<file path="src/rtl/sdram_init_pkg.sv">
package sdram_init_pkg;

    typedef enum logic [1:0] {
        CMD_NOP  = 2'd0,
        CMD_MRS  = 2'd1,
        CMD_REF  = 2'd2,
        CMD_PALL = 2'd3
    } sdcmd_e;

    typedef enum logic [1:0] {
        ST_IDLE,
        ST_WAIT,
        ST_CMDS,
        ST_RESTORE
    } seq_state_e;

    typedef struct packed {
        logic [31:0] run_word;
        logic [31:0] init_word;
    } word_pair_t;

    localparam int          SEQ_LEN   = 20;
    localparam int          CMD_LSB   = 9;
    localparam int          MODE_LSB  = 16;
    localparam int          SPEED_BIT = 12;
    localparam int          WIDTH_BIT = 23;
    localparam logic [31:0] KEEP_MASK = 32'h8000_F9FF;
    localparam logic [31:0] EN_BIT    = 32'h8000_0000;
    localparam logic [31:0] REF_OFF   = 32'h0000_C000;

    function automatic sdcmd_e cmd_at(logic [4:0] idx);
        if (idx == 5'd0)
            return CMD_PALL;
        else if (idx == 5'(SEQ_LEN - 2))
            return CMD_MRS;
        else if (idx[0])
            return CMD_NOP;
        else
            return CMD_REF;
    endfunction

    function automatic logic [31:0] make_run(logic [31:0] t);
        return (t & KEEP_MASK) | EN_BIT;
    endfunction

endpackage

</file>
<file path="src/rtl/sdram_mode_calc.sv">
module sdram_mode_calc
    import sdram_init_pkg::*;
(
    input  logic [31:0] timing,
    input  logic [31:0] bank,
    output logic [7:0]  mode
);
    logic [7:0] preset;
    logic       cas3;
    logic [7:0] derived;

    always_comb begin
        preset = timing[23:16];
        if (timing[SPEED_BIT])
            cas3 = (timing[1:0] != 2'd0);
        else
            cas3 = (timing[1:0] != 2'd1);
        derived = 8'h40 | (cas3 ? 8'h20 : 8'h00);
        if (!bank[WIDTH_BIT])
            derived = derived >> 1;
        mode = (preset != 8'h00) ? preset : derived;
    end
endmodule

</file>
<file path="src/rtl/sdram_delay_timer.sv">
module sdram_delay_timer #(
    parameter int LIMIT = 20000
) (
    input  logic clk,
    input  logic rst,
    input  logic run,
    output logic expired
);
    localparam int CW = $clog2(LIMIT + 1);

    logic [CW-1:0] cnt;

    always_ff @(posedge clk) begin
        if (rst || !run)
            cnt <= '0;
        else
            cnt <= cnt + 1'b1;
    end

    assign expired = run && (cnt == CW'(LIMIT - 1));
endmodule

</file>
<file path="src/rtl/sdram_cmd_stepper.sv">
module sdram_cmd_stepper
    import sdram_init_pkg::*;
#(
    parameter int LEN  = 20,
    parameter int SLOT = 6
) (
    input  logic   clk,
    input  logic   rst,
    input  logic   run,
    output sdcmd_e cmd,
    output logic   last
);
    localparam int SW = $clog2(SLOT + 1);

    logic [4:0]    idx;
    logic [SW-1:0] sub;
    logic          slot_end;

    assign slot_end = (sub == SW'(SLOT - 1));

    always_ff @(posedge clk) begin
        if (rst || !run) begin
            idx <= '0;
            sub <= '0;
        end else if (slot_end) begin
            sub <= '0;
            idx <= idx + 5'd1;
        end else begin
            sub <= sub + 1'b1;
        end
    end

    assign cmd  = cmd_at(idx);
    assign last = run && slot_end && (idx == 5'(LEN - 1));
endmodule

</file>
<file path="src/rtl/sdram_init_seq.sv">
module sdram_init_seq
    import sdram_init_pkg::*;
#(
    parameter int CLK_KHZ    = 100000,
    parameter int WAIT_US    = 200,
    parameter int GAP_CYCLES = 5
) (
    input  logic        clk,
    input  logic        rst,
    input  logic        start,
    input  logic [31:0] timing_cfg,
    input  logic [31:0] bank_cfg,
    output logic [31:0] timing_out,
    output logic        busy,
    output logic        done
);
    localparam int WAIT_CYCLES = (CLK_KHZ * WAIT_US) / 1000;
    localparam int SLOT        = GAP_CYCLES + 1;

    seq_state_e state;
    logic       second_pass;
    logic       finished;
    word_pair_t words;
    logic [7:0] mode_data;
    logic       wait_done;
    logic       cmds_done;
    sdcmd_e     cur_cmd;

    sdram_mode_calc u_mode (
        .timing (timing_cfg),
        .bank   (bank_cfg),
        .mode   (mode_data)
    );

    sdram_delay_timer #(.LIMIT(WAIT_CYCLES)) u_delay (
        .clk     (clk),
        .rst     (rst),
        .run     (state == ST_WAIT),
        .expired (wait_done)
    );

    sdram_cmd_stepper #(.LEN(SEQ_LEN), .SLOT(SLOT)) u_step (
        .clk  (clk),
        .rst  (rst),
        .run  (state == ST_CMDS),
        .cmd  (cur_cmd),
        .last (cmds_done)
    );

    always_ff @(posedge clk) begin
        if (rst) begin
            state       <= ST_IDLE;
            second_pass <= 1'b0;
            finished    <= 1'b0;
            words       <= '0;
        end else begin
            case (state)
                ST_IDLE: if (start) begin
                    state            <= ST_WAIT;
                    second_pass      <= 1'b0;
                    words.run_word   <= make_run(timing_cfg);
                    words.init_word  <= make_run(timing_cfg) | REF_OFF
                                        | (32'(mode_data) << MODE_LSB);
                end
                ST_WAIT: if (wait_done) state <= ST_CMDS;
                ST_CMDS: if (cmds_done) state <= ST_RESTORE;
                ST_RESTORE: begin
                    if (second_pass) begin
                        state    <= ST_IDLE;
                        finished <= 1'b1;
                    end else begin
                        state       <= ST_WAIT;
                        second_pass <= 1'b1;
                    end
                end
                default: state <= ST_IDLE;
            endcase
        end
    end

    always_comb begin
        case (state)
            ST_WAIT:    timing_out = words.init_word;
            ST_CMDS:    timing_out = words.init_word | (32'(cur_cmd) << CMD_LSB);
            ST_RESTORE: timing_out = words.run_word;
            default:    timing_out = finished ? words.run_word : 32'h0;
        endcase
    end

    assign busy = (state != ST_IDLE);
    assign done = (state == ST_RESTORE) && second_pass;
endmodule

</file>
<file path="config.mk">
export PLATFORM = sky130hd
export DESIGN_NAME = sdram_init_seq
export DESIGN_NICKNAME = d
export VERILOG_FILES = /design/src/rtl/sdram_init_pkg.sv /design/src/rtl/sdram_mode_calc.sv /design/src/rtl/sdram_delay_timer.sv /design/src/rtl/sdram_cmd_stepper.sv /design/src/rtl/sdram_init_seq.sv
export SDC_FILE = /design/constraint.sdc
export NUM_CORES = 1
export LEC_CHECK = 0
export ABC_CLOCK_PERIOD_IN_PS = 5240
export BUFFER_PORTS_ARGS = -buffer_cell sky130_fd_sc_hd__buf_2
export CAP_MARGIN = 30
export CORE_AREA = 2 2 74 76
export DETAILED_ROUTE_END_ITERATION = 6
export DIE_AREA = 0 0 76 78
export PLACE_DENSITY_LB_ADDON = 0.2
export SKIP_LAST_GASP = 1
export SLEW_MARGIN = 5
export SYNTH_ARGS = -nofsm -noshare
export SYNTH_HDL_FRONTEND = slang
export SYNTH_HIERARCHICAL = 1
export SYNTH_SLANG_ARGS = --single-unit
export TNS_END_PERCENT = 10
</file>
<file path="constraint.sdc">
create_clock -name clk -period 5.24 [get_ports clk]
set_input_delay 0.262 -clock clk [delete_from_list [all_inputs] [get_ports clk]]
set_output_delay 0.262 -clock clk [all_outputs]
set_load 0.01 [all_outputs]
</file>
### After elaboration in Yosys (flattened, before gate mapping)

Cells that the tools add are included.
W data, S select, Z words.

* muxes and demuxes: 16
* equality and inequality tests: 11
* multiply operators: 0
* add/sub/neg operators: 3
* bitwise gates (word level): 2
* $lt $le $gt $ge: 0
* divide/modulo/power cells: 0
* reductions and logical operators: 19
* shifts and indexed selects: 0

Operators by type and width (count)
* $pmux W32 S3: 1
* $mux W32: 1
* $or A32 B11 Y32: 1
* $or A32 B24 Y32: 1
* $mux W8: 2
* $add A15 B1 Y15 const B: 1
* $eq A15 B15 Y1 const B: 1
* $mux W2: 6
* $eq A5 B5 Y1 const B: 2
* $pmux W2 S4: 1
* $reduce_bool A8 Y1: 1
* $mux W6: 1
* $ne A2 B2 Y1 const B: 3
* $reduce_and A2 Y1: 3
* $reduce_bool A2 Y1: 3
* $add A5 B1 Y5 const B: 1
* $logic_not A5 Y1: 1
* $eq A2 B2 Y1 const B: 2
* $logic_and A1 B1 Y1: 4
* $add A3 B1 Y3 const B: 1
* $eq A3 B3 Y1 const B: 1
* $mux W1: 3
* $reduce_and A3 Y1: 1
* $eq A2 B1 Y1 const B: 1
* other kinds (6): 8

* bits of input ports: 67
* ROM bits: 0
* memories kept: 0
* logic and storage cells: 59
* RAM bits: 0
* bits in latches: 0
* flip-flop bits (word level): 74
* output and inout bits: 34

### Depth between registers and ports, before layout

Gate-level depths: netlist (run 1).

* depth in word-level cells: 6
* mapped depth: 8
* depth with buffers taken out: 7

### Modules after synthesis

Netlist (run 1), hierarchy kept.

By module, submodules not included
* sdram_init_seq: cells each 175, area each 1361.3 µm², times used 1
* sdram_delay_timer: cells each 81, area each 726.9 µm², times used 1
* sdram_cmd_stepper: cells each 48, area each 412.9 µm², times used 1
* sdram_mode_calc: cells each 16, area each 101.3 µm², times used 1

### Worst setup path after synthesis (run 1)

Ideal clock, no wire load.

* path type: register to output
* start: register state[0]
* end: output timing_out[0]
* arrival: 1.527 ns
* stages on the path, launching flop included: 8
* slack: 3.451 ns
* cell sequence: dfxtp_1 -> inv_1 -> ha_1 -> buf_6 -> nor4_1 -> a21oi_1 -> clkbuf_1 -> and2_1

* word-level cells in the longest chain between the ends: 2
* elaborated cells on any way between the ends: 4
* those cells by class: eq/ne (3); mux (1)

Ends and longest elaborated chain
* start: declaration: RTL line sdram_init_seq.sv:20 `seq_state_e state;`
* start signal: assignment: RTL line sdram_init_seq.sv:52 `state <= ST_IDLE;`
* start signal: assignment: RTL line sdram_init_seq.sv:59 `state <= ST_WAIT;`
* start signal: assignment: RTL line sdram_init_seq.sv:65 `ST_WAIT: if (wait_done) state <= ST_CMDS;`
* $eq A2 B2 Y1 / $eq A2 B1 Y1 (equally long branches): RTL line sdram_init_seq.sv:82 `case (state)`
* $pmux W32 S3 (*): RTL line sdram_init_seq.sv:82
* end: declaration: RTL line sdram_init_seq.sv:13 `output logic [31:0] timing_out,`

Mark *: on every way between the ends. The rest lies on a longest branch, timed or not.

### Final worst setup path (run 1)

* start: register state[0]
* end: output timing_out[12]

Same word-level chain as after synthesis.

==> results.json, run 1 <==
{
  "status": "completed",
  "critPathCaptureType": "primary output",
  "setup_slack_ns": 2.65,
  "r2r-end": "state[0]",
  "yosysMostFrequentCell": "nand2_1",
  "postRouteAntennaNets": 0,
  "synth-async-reset-ratio": 0,
  "crit_path_end": "timing_out[12]",
  "hpwl_mm": 3.73,
  "cts_resized": 0,
  "arrival_ns": 2.33,
  "grt_pass1_wl_mm": 9.17,
  "drc": 0,
  "synth-seq-area-share": 0.385,
  "critical_path_required_ns": 4.98,
  "cellLeakagePower_nw": 1.24,
  "min_from": "timing_cfg[4]",
  "yosysWarnings": 6,
  "wire_per_inst_um": 12.3,
  "synth_largest_area_cell": "dfxtp_1",
  "die_y_um": 78,
  "gr-total-overflow": 0,
  "synth_area_sq_um": 2600,
  "area_growth_pct": 11.7,
  "clk_latency_ns": 0.30,
  "antenna_found_initial": 0,
  "hold_viol": 0,
  "layout-drive-gt1-share": 0.194,
  "cts.clk_slew.worst_paths_ns": 0.09,
  "tritoncts": "done",
  "syn_avg_cell_area_sq_um": 8.13,
  "r2r-start": "state[1]",
  "grt_max_degree": 33,
  "io_pins": 101,
  "numPortBuffers": 52,
  "grt_setup_unrepaired": "no",
  "synthTopCellsByCount": "nand2_1, dfxtp_1, a21oi_1, and2_1, nor2_1",
  "die_area_sq_um": 5930,
  "wl_mm": 5.27,
  "hold_buffers": 0,
  "synth.distinct_cells": 47,
  "crit_start": "state[0]",
  "timing.fmax_ghz": 0.386,
  "cap_viol_max_count": 0,
  "synth_area_leaders": "dfxtp_1, nand2_1, a21oi_1, ha_1, and2_1",
  "viasPerCell": 5.11,
  "place_congestion": 0.762,
  "grt_pass1_vias": 2063,
  "fin_worst_skew_ns": 0.00350,
  "ctsRootBufferMaster": "clkbuf_8",
  "timing.final.max_slew_violations": 0,
  "tightest_slew_ns": 0.842,
  "final.period_utilization": 0.495,
  "synth_edf_count": 0,
  "hold_class": "primary input to register",
  "setup_violations": 0,
  "start_util": 0.516,
  "irDropWorstVdd_uv": 182,
  "n_antenna_cell": 0,
  "htreeDepth": 2,
  "first_pass_iters": 4,
  "die_x_um": 76,
  "relSlewSlack": 0.439,
  "yosysTopAreaCellShare": 0.385,
  "num_rows": 26,
  "finalNetCount": 440,
  "track_usage": 0.187,
  "start_kind": "register",
  "drt_iter0_drc": 83,
  "p_per_area_nw_per_um2": 336,
  "path_class": "register to primary output",
  "via_count": 2197,
  "cts_max_path_buffers": 2,
  "reg2reg_slack_ns": 3.21,
  "yosys_most_used_dff": "dfxtp_1",
  "cts.sinks": 50,
  "min_period_ns": 2.59,
  "synthCells": 320,
  "cp_max_fo": 13,
  "tns_ns": 0,
  "reg2reg_depth": 7,
  "core_area_sq_um": 5040,
  "synth-seq-cells": 50,
  "cts_setup_buffers": 0,
  "cts-buffers-inserted": 5,
  "dp_slack_ns": 2.95
}
how the worst min path moves through the flow:
stage | endpoint | cells past startpoint | slack [ns]
after global placement | words[21] | 2 | 0.44
final | words[36] | 3 | 0.19
after floorplan | words[32] | 2 | 0.40
after global routing | words[43] | 3 | 0.18
after detailed placement | words[36] | 2 | 0.44
after CTS | words[36] | 3 | 0.18
kinds of logic (layout without fill, tap and decap cells):
family                   Yosys count  count (layout)  share of synthesized area
AO/OA/AOI/OAI                     56              56                      0.129
flip-flops                        50              50                      0.385
XOR/XNOR                           7               7                     0.0236
adder cells (fa/ha/maj)           13              13                     0.0625
multiplexers                       6               6                     0.0236
AND/OR/NAND/NOR                  148             148                      0.299
other                              1               7                    0.00144
buffers and inverters             39              73                     0.0764
sequential cells by signal, summed over array words and instances (netlist names):
register / flops
u_delay/cnt: 15
u_step/sub: 3
second_pass: 1
finished: 1
state: 2
u_step/idx: 5
words: 23
layer usage:
layer / global-route usage / vias to the layer above / part of all wire
li1: - / 1133 / -
met1: 0.229 / 999 / 0.46
met2: 0.314 / 58 / 0.46
met3: 0.0547 / 7 / 0.067
met4: 0.0655 / 0 / 0.014
met5: 0 / - / 0
worst max-delay path, stage by stage, from the launching register on:
cell,delay (ns)
dfxtp_1,0.47
inv_1,0.14
ha_1,0.33
a21oi_1,0.72
and2_1,0.24
buf_2,0.13
layout by cell type (no fill, tap or decap), drive strengths merged:
| cell type | count |
|---|---|
| nor3 | 2 |
| nand2 | 57 |
| nor2 | 19 |
| dfxtp | 50 |
| nor4b | 1 |
| a211oi | 1 |
| o211a | 1 |
| a2111oi | 2 |
| clkbuf | 6 |
| o31ai | 4 |
| a21o | 6 |
| a211o | 1 |
| or3 | 5 |
| a22oi | 1 |
| nor4 | 6 |
| o21ai | 5 |
| clkinvlp | 1 |
| nand4 | 3 |
| xor2 | 4 |
| conb | 7 |
| buf | 52 |
| o41ai | 1 |
| nand3 | 11 |
| ha | 13 |
| mux2 | 1 |
| o311ai | 1 |
| or4 | 6 |
| nor2b | 4 |
| inv | 14 |
| mux2i | 5 |
| and2 | 26 |
| nand2b | 8 |
| a21oi | 33 |
| xnor2 | 3 |
layout make-up:
cell class | instances | area [sq um]
Fill cell | 494 | 2140
Multi-Input combinational cell | 237 | 1430
Sequential cell | 50 | 1000
Timing Repair Buffer | 52 | 260
Tap cell | 70 | 87.6
Clock buffer | 6 | 72.6
Inverter | 14 | 52.6
Clock inverter | 1 | 7.51
power by group:
part / switching (mW) / internal [mW]
logic: 0.198 / 0.115
clock network: 0.122 / 0.0917
registers: 0.0290 / 0.421
metrics by stage:
step                      total power, mW  area [sq um]  hold slack, ns  utilization  std cells
after floorplan                     0.699          2630           0.398            -        326
after global placement              0.769          2830           0.437        0.561        423
after detailed placement            0.775          2830           0.443        0.561        423
after CTS                           0.992          2910           0.177        0.576        430
after global routing                 1.05          2910           0.181        0.576        430
final                               0.976          2910           0.187        0.576        430
Power figures use the tool's default switching activity.
==> inputs of run 2 (changes only) <==
ABC_CLOCK_PERIOD_IN_PS = 2400   (was 5240)
CORE_AREA = 2 2 76 78   (was 2 2 74 76)
DIE_AREA = 0 0 78 80   (was 0 0 76 78)
clock period = 2.4 ns   (was 5.24 ns; I/O delays follow)
==> run 2 against run 1 <==
Clock power up 140%. Sequential share of layout area down 0.60 points. Final cell count up 0.93%. Combinational power up 140%.
==> results.json, run 2 (synthesis gave the netlist of run 1 again) <==
{
  "switching_share": 0.361,
  "irDropWorstVdd_uv": 392,
  "r2r-end": "state[0]",
  "wl_mm": 5.31,
  "cts.sinks": 50,
  "gr-total-overflow": 0,
  "largest_reg_flops": 23,
  "hold_buffers": 0,
  "critPathCaptureType": "primary output",
  "tritoncts": "done",
  "place_congestion": 0.768,
  "area_growth_pct": 13.7,
  "top_register": "words",
  "cp_max_fo": 13,
  "tns_ns": 0,
  "layout-drive-gt1-share": 0.207,
  "final_cell_mix": "nand2_1, buf_2, dfxtp_1",
  "postRouteAntennaNets": 0,
  "grt_pass1_vias": 2007,
  "grt_pass1_wl_mm": 8.98,
  "final_common_cell": "nand2_1",
  "via_count": 2188,
  "cap_viol_max_count": 0,
  "tightest_slew_ns": 0.606,
  "hpwl_mm": 3.71,
  "hold_class": "primary input to register",
  "min_period_ns": 2.22,
  "finalNetCount": 441,
  "n_antenna_cell": 0,
  "relSlewSlack": 0.596,
  "reg2reg_slack_ns": 0.34,
  "timing.fmax_ghz": 0.451,
  "clk_latency_ns": 0.30,
  "cts_setup_buffers": 0,
  "antenna_found_initial": 0,
  "ctsRootBufferMaster": "clkbuf_8",
  "arrival_ns": 2.10,
  "cts.clk_slew.worst_paths_ns": 0.09,
  "critical_path_required_ns": 2.28,
  "seqPwrFrac": 0.438,
  "switching_power_mw": 0.810,
  "fin_util": 0.547,
  "reg_top3": "words: 23 flops, u_delay/cnt: 15 flops, u_step/idx: 5 flops",
  "drc": 0,
  "crit_start": "state[0]",
  "cts_resized": 1,
  "die_area_sq_um": 6240,
  "power_frac_clock": 0.230,
  "drt_iter0_drc": 79,
  "path_class": "register to primary output",
  "io_pins": 101,
  "numPortBuffers": 52,
  "cts-buffers-inserted": 5,
  "p_per_area_nw_per_um2": 759,
  "wire_per_inst_um": 12.2,
  "fin_worst_skew_ns": 0.00348,
  "track_usage": 0.179,
  "grt_setup_unrepaired": "no",
  "htreeDepth": 2,
  "timing.final.max_slew_violations": 0,
  "viasPerCell": 5.04,
  "hold_viol": 0,
  "final.period_utilization": 0.924,
  "die_y_um": 80,
  "p_int_mw": 1.44,
  "start_kind": "register",
  "start_util": 0.481,
  "die_x_um": 78,
  "reg2reg_depth": 7,
  "setup_violations": 0,
  "num_rows": 27,
  "cellLeakagePower_nw": 1.26,
  "core_area_sq_um": 5410,
  "first_pass_iters": 4,
  "r2r-start": "state[1]",
  "crit_path_end": "timing_out[11]",
  "cts_max_path_buffers": 2,
  "status": "completed",
  "p_comb_frac": 0.332,
  "grt_max_degree": 33
}
==> run 2: cell count changes in the layout (fill, tap and decap cells not counted) <==
| cell | delta |
|---|---|
| nor4_4 | +1 |
| clkinv_2 | +1 |
| a21oi_4 | +1 |
| a21oi_1 | -1 |
| buf_4 | +1 |
| clkbuf_1 | -1 |
| nor4_1 | -1 |
| clkbuf_8 | +1 |
==> run 2: worst min path at each step <==
stage                         startpoint   endpoint  slack [ns]  cells after the start
after floorplan            timing_cfg[0]  words[32]        0.26                      2
after global placement    timing_cfg[11]  words[43]        0.36                      3
after detailed placement  timing_cfg[13]  words[45]        0.36                      3
after CTS                 timing_cfg[13]  words[45]        0.03                      3
after global routing       timing_cfg[6]  words[38]        0.03                      3
final                      timing_cfg[5]  words[37]        0.04                      3
==> run 2: final cells by class <==
cell class                      count  area, sq um
Inverter                           14         52.6
Sequential cell                    50         1000
Clock inverter                      2         12.5
Fill cell                         518         2450
Multi-Input combinational cell    237         1450
Tap cell                           72         90.1
Timing Repair Buffer               53          268
Clock buffer                        6         82.6
==> run 2: power groups by stage <==
stage          sequential, mW  clock [mW]  combinational (mW)
2_1_floorplan           0.986           0               0.539
3_3_place_gp             1.00           0               0.693
3_5_place_dp             1.00           0               0.700
4_1_cts                 0.984       0.536               0.709
5_1_grt                 0.998       0.570               0.842
6_report                0.983       0.516               0.746
==> run 2: worst max-delay path: stages (launching register included) <==
cell and delay (ns):
dfxtp_1 0.47, inv_1 0.14, ha_1 0.37, nor4_4 0.36, a21oi_4 0.12, and2_1 0.20
buf_2 0.13
==> run 2: layer usage <==
layer / GRT usage / up-vias / share of wire
met5: 0 / - / 0
met4: 0.0719 / 0 / 0.015
met3: 0.0441 / 8 / 0.057
met2: 0.299 / 56 / 0.45
met1: 0.220 / 985 / 0.48
li1: - / 1139 / -
==> run 2: metrics by stage <==
stage | total power, mW | instances | setup WS [ns] | hold WS (ns) | cell area [sq um]
floorplan | 1.53 | 326 | 0.622 | 0.256 | 2630
global placement | 1.69 | 426 | 0.205 | 0.361 | 2840
detailed placement | 1.70 | 426 | 0.213 | 0.365 | 2840
CTS | 2.23 | 434 | 0.135 | 0.0308 | 2940
global route | 2.41 | 434 | 0.00470 | 0.0350 | 2960
finish | 2.25 | 434 | 0.184 | 0.0444 | 2960
